[config.mk]
export PLATFORM = sky130hd
export DESIGN_NAME = sram_ctl
export DESIGN_NICKNAME = d
export VERILOG_FILES = /design/src/rtl/sram_ctl_pkg.sv /design/src/rtl/sram_ctl_fsm.sv /design/src/rtl/sram_ctl_dpath.sv /design/src/rtl/sram_ctl.sv
export SDC_FILE = /design/constraint.sdc
export NUM_CORES = 1
export LEC_CHECK = 0
export BUFFER_PORTS_ARGS = -buffer_cell sky130_fd_sc_hd__buf_2
export CAP_MARGIN = 20
export CELL_PAD_IN_SITES_DETAIL_PLACEMENT = 0
export CELL_PAD_IN_SITES_GLOBAL_PLACEMENT = 1
export CORE_ASPECT_RATIO = 0.8
export CORE_MARGIN = 10
export CORE_UTILIZATION = 30
export DETAILED_ROUTE_END_ITERATION = 10
export PLACE_DENSITY = 0.82
export SETUP_SLACK_MARGIN = 0.2
export SLEW_MARGIN = 20
export SYNTH_ARGS = -nofsm -noshare
export SYNTH_HDL_FRONTEND = slang
export SYNTH_SLANG_ARGS = --single-unit
[constraint.sdc]
create_clock -name clk -period 1.77 [get_ports clk]
set_input_delay 0.4425 -clock clk [delete_from_list [all_inputs] [get_ports clk]]
set_output_delay 0.4425 -clock clk [all_outputs]
set_load 0.005 [all_outputs]
[src/rtl/sram_ctl_pkg.sv]
package sram_ctl_pkg;

  typedef enum logic [2:0] {
    ST_IDLE,
    ST_RD_ACC,
    ST_RD_REL,
    ST_WR_SET,
    ST_WR_PULSE,
    ST_WR_HOLD
  } state_t;

  // Control to datapath: next pin levels plus one-shot actions
  typedef struct packed {
    logic ceN;
    logic oeN;
    logic weN;
    logic drive;
    logic done;
    logic latch;
    logic capture;
  } strobe_t;

  function automatic int unsigned nsToCycles(input int unsigned ns, input int unsigned period);
    int unsigned c;
    c = (ns + period - 1) / period;
    return (c == 0) ? 1 : c;
  endfunction

  function automatic int unsigned maxOf(input int unsigned a, input int unsigned b);
    return (a > b) ? a : b;
  endfunction

endpackage

[src/rtl/sram_ctl_fsm.sv]
module sram_ctl_fsm
  import sram_ctl_pkg::*;
#(
  parameter int unsigned ACC_C   = 1,
  parameter int unsigned PULSE_C = 1,
  parameter int unsigned TURN_C  = 1
) (
  input  logic    clk,
  input  logic    rst_n,
  input  logic    reqValid,
  input  logic    reqWrite,
  output logic    reqReady,
  output strobe_t stb
);

  localparam int unsigned MAX_C = maxOf(maxOf(ACC_C, PULSE_C), TURN_C);
  localparam int unsigned CNT_W = (MAX_C < 2) ? 1 : $clog2(MAX_C);

  localparam logic [CNT_W-1:0] ACC_LD   = CNT_W'(ACC_C - 1);
  localparam logic [CNT_W-1:0] PULSE_LD = CNT_W'(PULSE_C - 1);
  localparam logic [CNT_W-1:0] TURN_LD  = CNT_W'(TURN_C - 1);

  state_t           stateQ, stateNext;
  logic [CNT_W-1:0] cntQ, cntNext;
  logic             cntZero;

  assign cntZero  = (cntQ == '0);
  assign reqReady = (stateQ == ST_IDLE);

  always_comb begin
    stateNext   = stateQ;
    cntNext     = cntQ;
    stb.latch   = 1'b0;
    stb.capture = 1'b0;
    stb.done    = 1'b0;
    case (stateQ)
      ST_IDLE: begin
        if (reqValid) begin
          stb.latch = 1'b1;
          if (reqWrite) begin
            stateNext = ST_WR_SET;
          end else begin
            stateNext = ST_RD_ACC;
            cntNext   = ACC_LD;
          end
        end
      end
      ST_RD_ACC: begin
        if (cntZero) begin
          stb.capture = 1'b1;
          stb.done    = 1'b1;
          stateNext   = ST_RD_REL;
          cntNext     = TURN_LD;
        end else begin
          cntNext = cntQ - 1'b1;
        end
      end
      ST_RD_REL: begin
        if (cntZero) stateNext = ST_IDLE;
        else         cntNext   = cntQ - 1'b1;
      end
      ST_WR_SET: begin
        stateNext = ST_WR_PULSE;
        cntNext   = PULSE_LD;
      end
      ST_WR_PULSE: begin
        if (cntZero) stateNext = ST_WR_HOLD;
        else         cntNext   = cntQ - 1'b1;
      end
      ST_WR_HOLD: begin
        stb.done  = 1'b1;
        stateNext = ST_IDLE;
      end
      default: stateNext = ST_IDLE;
    endcase
  end

  // Pin levels for the next cycle follow the next state
  always_comb begin
    stb.ceN   = !(stateNext == ST_RD_ACC || stateNext == ST_WR_PULSE || stateNext == ST_WR_HOLD);
    stb.oeN   = (stateNext != ST_RD_ACC);
    stb.weN   = (stateNext != ST_WR_PULSE);
    stb.drive = (stateNext == ST_WR_SET || stateNext == ST_WR_PULSE || stateNext == ST_WR_HOLD);
  end

  always_ff @(posedge clk) begin
    if (!rst_n) begin
      stateQ <= ST_IDLE;
      cntQ   <= '0;
    end else begin
      stateQ <= stateNext;
      cntQ   <= cntNext;
    end
  end


  busy_after_take_chk: assert property (@(posedge clk) disable iff (!rst_n)
    (reqReady && reqValid) |=> !reqReady);


  set_then_pulse_chk: assert property (@(posedge clk) disable iff (!rst_n)
    (stateQ == ST_WR_SET) |=> (stateQ == ST_WR_PULSE));


  capture_in_read_chk: assert property (@(posedge clk) disable iff (!rst_n)
    stb.capture |-> (stateQ == ST_RD_ACC));

endmodule

[src/rtl/sram_ctl_dpath.sv]
module sram_ctl_dpath
  import sram_ctl_pkg::*;
#(
  parameter int unsigned ADDR_W  = 19,
  parameter int unsigned DATA_W  = 8,
  parameter int unsigned PULSE_C = 1
) (
  input  logic              clk,
  input  logic              rst_n,
  input  strobe_t           stb,
  input  logic [ADDR_W-1:0] reqAddr,
  input  logic [DATA_W-1:0] reqWdata,
  input  logic              reqWrite,
  input  logic [DATA_W-1:0] memDataIn,
  output logic [ADDR_W-1:0] memAddr,
  output logic [DATA_W-1:0] memDataOut,
  output logic              memDataOe,
  output logic              memCeN,
  output logic              memOeN,
  output logic              memWeN,
  output logic              rspDone,
  output logic [DATA_W-1:0] rspRdata
);

  localparam int unsigned WCNT_W = $clog2(PULSE_C + 2);

  always_ff @(posedge clk) begin
    if (!rst_n) begin
      memCeN    <= 1'b1;
      memOeN    <= 1'b1;
      memWeN    <= 1'b1;
      memDataOe <= 1'b0;
      rspDone   <= 1'b0;
    end else begin
      memCeN    <= stb.ceN;
      memOeN    <= stb.oeN;
      memWeN    <= stb.weN;
      memDataOe <= stb.drive;
      rspDone   <= stb.done;
    end
  end

  always_ff @(posedge clk) begin
    if (!rst_n) begin
      memAddr    <= '0;
      memDataOut <= '0;
      rspRdata   <= '0;
    end else begin
      if (stb.latch) memAddr <= reqAddr;
      if (stb.latch && reqWrite) memDataOut <= reqWdata;
      if (stb.capture) rspRdata <= memDataIn;
    end
  end

  // Width of the current write strobe, saturating
  logic [WCNT_W-1:0] weLowCnt;
  always_ff @(posedge clk) begin
    if (!rst_n) weLowCnt <= '0;
    else if (memWeN) weLowCnt <= '0;
    else if (weLowCnt != {WCNT_W{1'b1}}) weLowCnt <= weLowCnt + 1'b1;
  end


  no_bus_fight_chk: assert property (@(posedge clk) disable iff (!rst_n)
    memDataOe |-> memOeN);


  oe_we_excl_chk: assert property (@(posedge clk) disable iff (!rst_n)
    !memWeN |-> (memOeN && !memCeN && memDataOe));


  addr_steady_chk: assert property (@(posedge clk) disable iff (!rst_n)
    (!memCeN && $past(!memCeN)) |-> $stable(memAddr));


  wdata_steady_chk: assert property (@(posedge clk) disable iff (!rst_n)
    (!memWeN && $past(!memWeN)) |-> $stable(memDataOut));


  we_width_chk: assert property (@(posedge clk) disable iff (!rst_n)
    ($rose(memWeN) && $past(rst_n)) |-> (weLowCnt >= WCNT_W'(PULSE_C)));


  done_single_chk: assert property (@(posedge clk) disable iff (!rst_n)
    rspDone |=> !rspDone);

endmodule

[src/rtl/sram_ctl.sv]
module sram_ctl
  import sram_ctl_pkg::*;
#(
  parameter int unsigned ADDR_W        = 19,
  parameter int unsigned DATA_W        = 8,
  parameter int unsigned CLK_PERIOD_NS = 20,
  parameter int unsigned T_ACCESS_NS   = 12,
  parameter int unsigned T_WPULSE_NS   = 8,
  parameter int unsigned T_DSETUP_NS   = 6,
  parameter int unsigned T_WCYCLE_NS   = 12,
  parameter int unsigned T_TURN_NS     = 6
) (
  input  logic              clk,
  input  logic              rst_n,
  input  logic              reqValid,
  output logic              reqReady,
  input  logic              reqWrite,
  input  logic [ADDR_W-1:0] reqAddr,
  input  logic [DATA_W-1:0] reqWdata,
  output logic              rspDone,
  output logic [DATA_W-1:0] rspRdata,
  output logic [ADDR_W-1:0] memAddr,
  output logic [DATA_W-1:0] memDataOut,
  input  logic [DATA_W-1:0] memDataIn,
  output logic              memDataOe,
  output logic              memCeN,
  output logic              memOeN,
  output logic              memWeN
);

  localparam int unsigned ACC_C  = nsToCycles(T_ACCESS_NS, CLK_PERIOD_NS);
  localparam int unsigned WP_C   = nsToCycles(T_WPULSE_NS, CLK_PERIOD_NS);
  localparam int unsigned DS_C   = nsToCycles(T_DSETUP_NS, CLK_PERIOD_NS);
  localparam int unsigned WC_C   = nsToCycles(T_WCYCLE_NS, CLK_PERIOD_NS);
  localparam int unsigned WC_P   = (WC_C > 3) ? WC_C - 2 : 1;
  localparam int unsigned PULSE_C = maxOf(maxOf(WP_C, DS_C), WC_P);
  localparam int unsigned TURN_C = nsToCycles(T_TURN_NS, CLK_PERIOD_NS);

  strobe_t stb;

  sram_ctl_fsm #(
    .ACC_C  (ACC_C),
    .PULSE_C(PULSE_C),
    .TURN_C (TURN_C)
  ) fsm_i (
    .clk     (clk),
    .rst_n   (rst_n),
    .reqValid(reqValid),
    .reqWrite(reqWrite),
    .reqReady(reqReady),
    .stb     (stb)
  );

  sram_ctl_dpath #(
    .ADDR_W (ADDR_W),
    .DATA_W (DATA_W),
    .PULSE_C(PULSE_C)
  ) dpath_i (
    .clk       (clk),
    .rst_n     (rst_n),
    .stb       (stb),
    .reqAddr   (reqAddr),
    .reqWdata  (reqWdata),
    .reqWrite  (reqWrite),
    .memDataIn (memDataIn),
    .memAddr   (memAddr),
    .memDataOut(memDataOut),
    .memDataOe (memDataOe),
    .memCeN    (memCeN),
    .memOeN    (memOeN),
    .memWeN    (memWeN),
    .rspDone   (rspDone),
    .rspRdata  (rspRdata)
  );


  idle_standby_chk: assert property (@(posedge clk) disable iff (!rst_n)
    reqReady |-> (memCeN && memOeN && memWeN && !memDataOe));

endmodule

# == Word level (Yosys, flattened, before mapping) ==
# Index checks and enable logic that the tools add are counted.
# totals
reg_bits,44
input_bits,39
output_inout_bits,41
word_cells,49
# op_classes
n_addsub,1
n_eq_ne,13
muxes,15
n_reduce_logical,10
# ops
operator,n
$pmux 3 s5,1
$eq 3x3->1 const B,4
$mux 3,4
$eq 3x2->1 const B,3
$mux 1,7
$eq 3x1->1 const B,2
$logic_or 1x1->1,4
$ne 2x2->1 const B,2
$logic_not 3->1,1
$ne 3x1->1 const B,1
$ne 3x3->1 const B,1
$pmux 1 s3,1
$reduce_and 3->1,1
$reduce_bool 3->1,1
$reduce_or 3->1,1
$mux 2,1
$pmux 1 s2,1
$logic_and 1x1->1,1
$logic_not 1->1,1
$sub 1x1->1 const B,1

# == Logic depth before layout (Yosys ltp) ==
# depth
ltp_word,7
mapped_depth,5
mapped_depth_nobuf,3

# == Hierarchy ==
# From an unflattened synthesis, not the netlist that was laid out.
# unflattened
hier_cells,157
hier_area_um2,1699.1
# modules_own_cells
mod,n_inst,cells_per_inst,area_each_um2,seq_area_each_um2
sram_ctl_dpath,1,135,1524.0,800.8
sram_ctl_fsm,1,22,175.2,60.1

# == Worst setup path after synthesis ==
# Ideal clock, no wire load.
# synth_timing
kind,register to register
start,reg fsm_i.stateQ[1]
end,reg dpath_i.memDataOe
setup_ns,0.120
t_arrival_ns,1.109
required_ns,1.650
setup_slack_ns,0.541
path_stages_with_launch,5
path_buffers,1
period_less_slack_ns,1.229
cell_sequence,dfxtp_1 -> nor3_1 -> and3_1 -> buf_6 -> o31a_1
# synth_between
elab_chain_len,5
word_cells_on_any_way,15
cone_classes,7 x eq/ne; 5 x mux; 3 x reduce/logical
# synth_lines
element,line_no,rtl
"start, declared",sram_ctl_fsm.sv:23,"state_t stateQ, stateNext;"
"start signal, assigned",sram_ctl_fsm.sv:91,stateQ <= stateNext;
$logic_not 3->1 (*),--,
via reqReady,sram_ctl.sv:16,"output logic reqReady,"
$pmux 3 s5 (*),sram_ctl_fsm.sv:36,case (stateQ)
$eq 3x2->1 / $eq 3x3->1 (equally long branches),sram_ctl_fsm.sv:83,stb.drive = (stateNext == ST_WR_SET || stateNext == ST_WR_PULSE || stateNext == ST_WR_HOLD);
$logic_or 1x1->1,sram_ctl_fsm.sv:83,
$logic_or 1x1->1 (*),sram_ctl_fsm.sv:83,
"end signal, assigned",sram_ctl_dpath.sv:38,memDataOe <= stb.drive;
"end, declared",sram_ctl_dpath.sv:17,"output logic memDataOe,"
# The timed path passes the listed nets; every way through them passes the cells marked *.
# A chain may end at the register's enable or synchronous reset.

# == Worst setup path in the final report ==
# layout_timing
start,reg fsm_i.stateQ[0]
end,out reqReady
# layout_between
elab_chain_len,1
# layout_lines
element,line_no,rtl
$logic_not 3->1,sram_ctl_fsm.sv:28,assign reqReady = (stateQ == ST_IDLE);
"end, declared",sram_ctl.sv:16,
# Every way passes these cells.

==> flow_summary_export.csv <==
group,metric,value,unit
run_status,outcome,"complete, no violations",
grt,grt_pass1_wl,6775,um
clocking,tritoncts,"built",
place,port_buffers,79,
timing,final-hold-violation-count,0,
job,max-cap-violations,0,
place,dp_hpwl,3134,um
grt,grt_start_max_net_pins,44,
yosys,synth.most_common_cell,"dfxtp_1",
yosys,synth_ff_type,"dfxtp_1",
detailed_routing,drtPass1Iterations,4,
clocking,post_cts_resized,1,
floorplan,ios,80,
clocking,cts.sinks,43,
timing,max_freq,688.8,MHz
layout,drive_gt1_share,38.80,%
clocking,clk_pin_slew,80,ps
yosys,synthTopCellsByArea,"dfxtp_1 54%, mux2i_1 10%, nand2_1 8.4%",
power_and_ir_drop,p_leak,0.001002,uW
layout,area_delta_synth_final,37.94,%
floorplan,fp.dieH,85.38,um
critical_path,rrSetupSlack,400,ps
critical_path,slowest_stage,"dfxtp_2",
yosys,ys_top_cells_by_count,"43 x dfxtp_1, 36 x nand2_1, 19 x nand3_1, 19 x o21ai_0, 16 x mux2i_1",
clocking,clock_path_buffers,2,
detailed_routing,drcViolationCount,0,
power_and_ir_drop,power,2222,uW
clocking,post-cts-setup-buffers,0,
critical_path,path_max_fanout,8,
detailed_routing,wl_per_cell,13.29,um
timing,slew_headroom,65.93,%
floorplan,std_cell_rows,23,
critical_path,crit_chain,"nor3_2, buf_2",
floorplan,die_w,101.7,um
yosys,avgSynthCellArea,9.265,um^2
critical_path,slowest_delay,370,ps
floorplan,dieArea,0.008684,mm^2
critical_path,path_class,"register to primary output",
power_and_ir_drop,power.density,1005,mW/mm^2
clocking,insertion_delay,290,ps
critical_path,critPathLaunchType,"register",
yosys,syn_area,0.001603,mm^2
grt,grt_overflow,0,
yosys,synth-edff-count,0,
critical_path,cp.arrival,1010,ps
grt,antenna_found_initial,0,
timing,setup_viol,0,
detailed_routing,ant_nets,0,
detailed_routing,route.vias.total,1386,
power_and_ir_drop,peakVddDrop,0.0004494,V
timing,finalSetupTns,0,ps
yosys,yosysSeqAreaShare,53.71,%
yosys,syn-instance-count,173,
grt,grt_pass1_vias,1399,
timing,worst_pin_slew,511.0,ps
layout,fillers,531,
place,gp_congestion,0.6605,
floorplan,core-area,0.005094,mm^2
yosys,yosysTopAreaCell,"dfxtp_1",
timing,min_period,1452,ps
timing,setup_ws,318.1,ps
grt,grt_use_total,9.564,%
timing,finClkSkew,5.172,ps
timing,grt_setup_unrepaired,"no",
clocking,cts_buffers,5,
worst_hold_path,hp-class,"primary input to register",
detailed_routing,vias_per_cell,4.442,
place,pre_cts_ws,292.5,ps
clocking,postCtsHoldBufs,0,
layout,n_antenna_cell,0,
floorplan,start_util,31.47,%
critical_path,required,1330,ps
detailed_routing,routed_wl,4147,um
clocking,htree_levels,2,
clocking,root_buffer,"clkbuf_8",
detailed_routing,drt_iter0_drc,38,
yosys,synth_warnings,0,
yosys,synth_top_area_share,53.71,%
critical_path,end_kind,"primary output",
yosys,syn-num-nets,212,
yosys,ys_types,23,
yosys,ys_seq_elements,43,
timing,slew_violations,0,
yosys,async_flop_share,0,%
layout,layout.nets,288,
timing,period_share,82.03,%
-- flip-flops by register name (all words and copies together) (netlist names) --
register,flops
dpath_i.memCeN,1
fsm_i.stateQ,3
dpath_i.memAddr,19
dpath_i.rspRdata,8
dpath_i.memOeN,1
dpath_i.rspDone,1
dpath_i.memWeN,1
dpath_i.memDataOe,1
dpath_i.memDataOut,8
-- metrics by stage --
stage	utilization [%]	instances	hold slack (ps)	area, um^2
after floorplan	-	173	444.7	1603
after global placement	40.56	304	434.2	2066
after detailed placement	40.56	304	443.8	2066
after CTS	43.26	312	353.5	2203
after global routing	43.40	312	359.9	2211
final	43.40	312	365.1	2211
-- area by class of cell --
| type | instances | area, um^2 | share of cell area [%] |
|---|---|---|---|
| flip-flops and latches | 43 | 864.6 | 39.11 |
| multi-input cells | 116 | 681.9 | 30.84 |
| repair buffers | 83 | 450.4 | 20.37 |
| well taps | 62 | 77.57 | 3.509 |
| clock buffers | 5 | 68.82 | 3.113 |
| clock inverters | 3 | 67.56 | 3.056 |
-- final timing paths --
kind                                         start                     to  cells after the start
worst max-delay path               fsm_i.stateQ[0]               reqReady                      2
worst min-delay path                   reqAddr[13]    dpath_i.memAddr[13]                      3
worst max register to register     fsm_i.stateQ[0]  dpath_i.memDataOut[7]                      3
worst min register to register  dpath_i.memAddr[9]     dpath_i.memAddr[9]                      2
-- layer usage --
metal  global-route usage (%)  wire length (um)  vias to the layer above
li1                         -                 -                      731
met1                    10.88              1818                      608
met2                    14.95              1829                       45
met3                    5.429               483                        2
met4                    2.724                15                        0
met5                        0                 0                        -
-- critical path: cells and delay by family (launching register included) --
family	cells	cell delay (ps)
simple gates	1	190
buf+inv	1	150
flops	1	370
-- cell usage in the layout (no fill, tap or decap), drive strengths merged, types with 2 or more instances in the layout --
cell type / count
and3b: 2
buf: 83
bufinv: 2
clkbuf: 5
dfxtp: 43
mux2i: 16
nand2: 36
nand3: 19
nor2b: 9
nor3: 2
nor4b: 2
o21a: 2
o21ai: 21
-- logic make-up (layout without fill, tap and decap cells) --
kind of cell | Yosys count | in the layout | share of synthesized area [%]
simple gates | 75 | 75 | 23.03
flops | 43 | 43 | 53.71
compound gates | 25 | 25 | 8.352
mux | 16 | 16 | 9.992
buf+inv | 14 | 91 | 4.918
-- where the power goes --
group / total (uW) / internal [uW] / switching, uW
sequential: 1060 / 1030 / 32.7
clock: 892 / 562 / 330
combinational: 271 / 138 / 133
No activity file was read; power rests on OpenSTA's default activity.
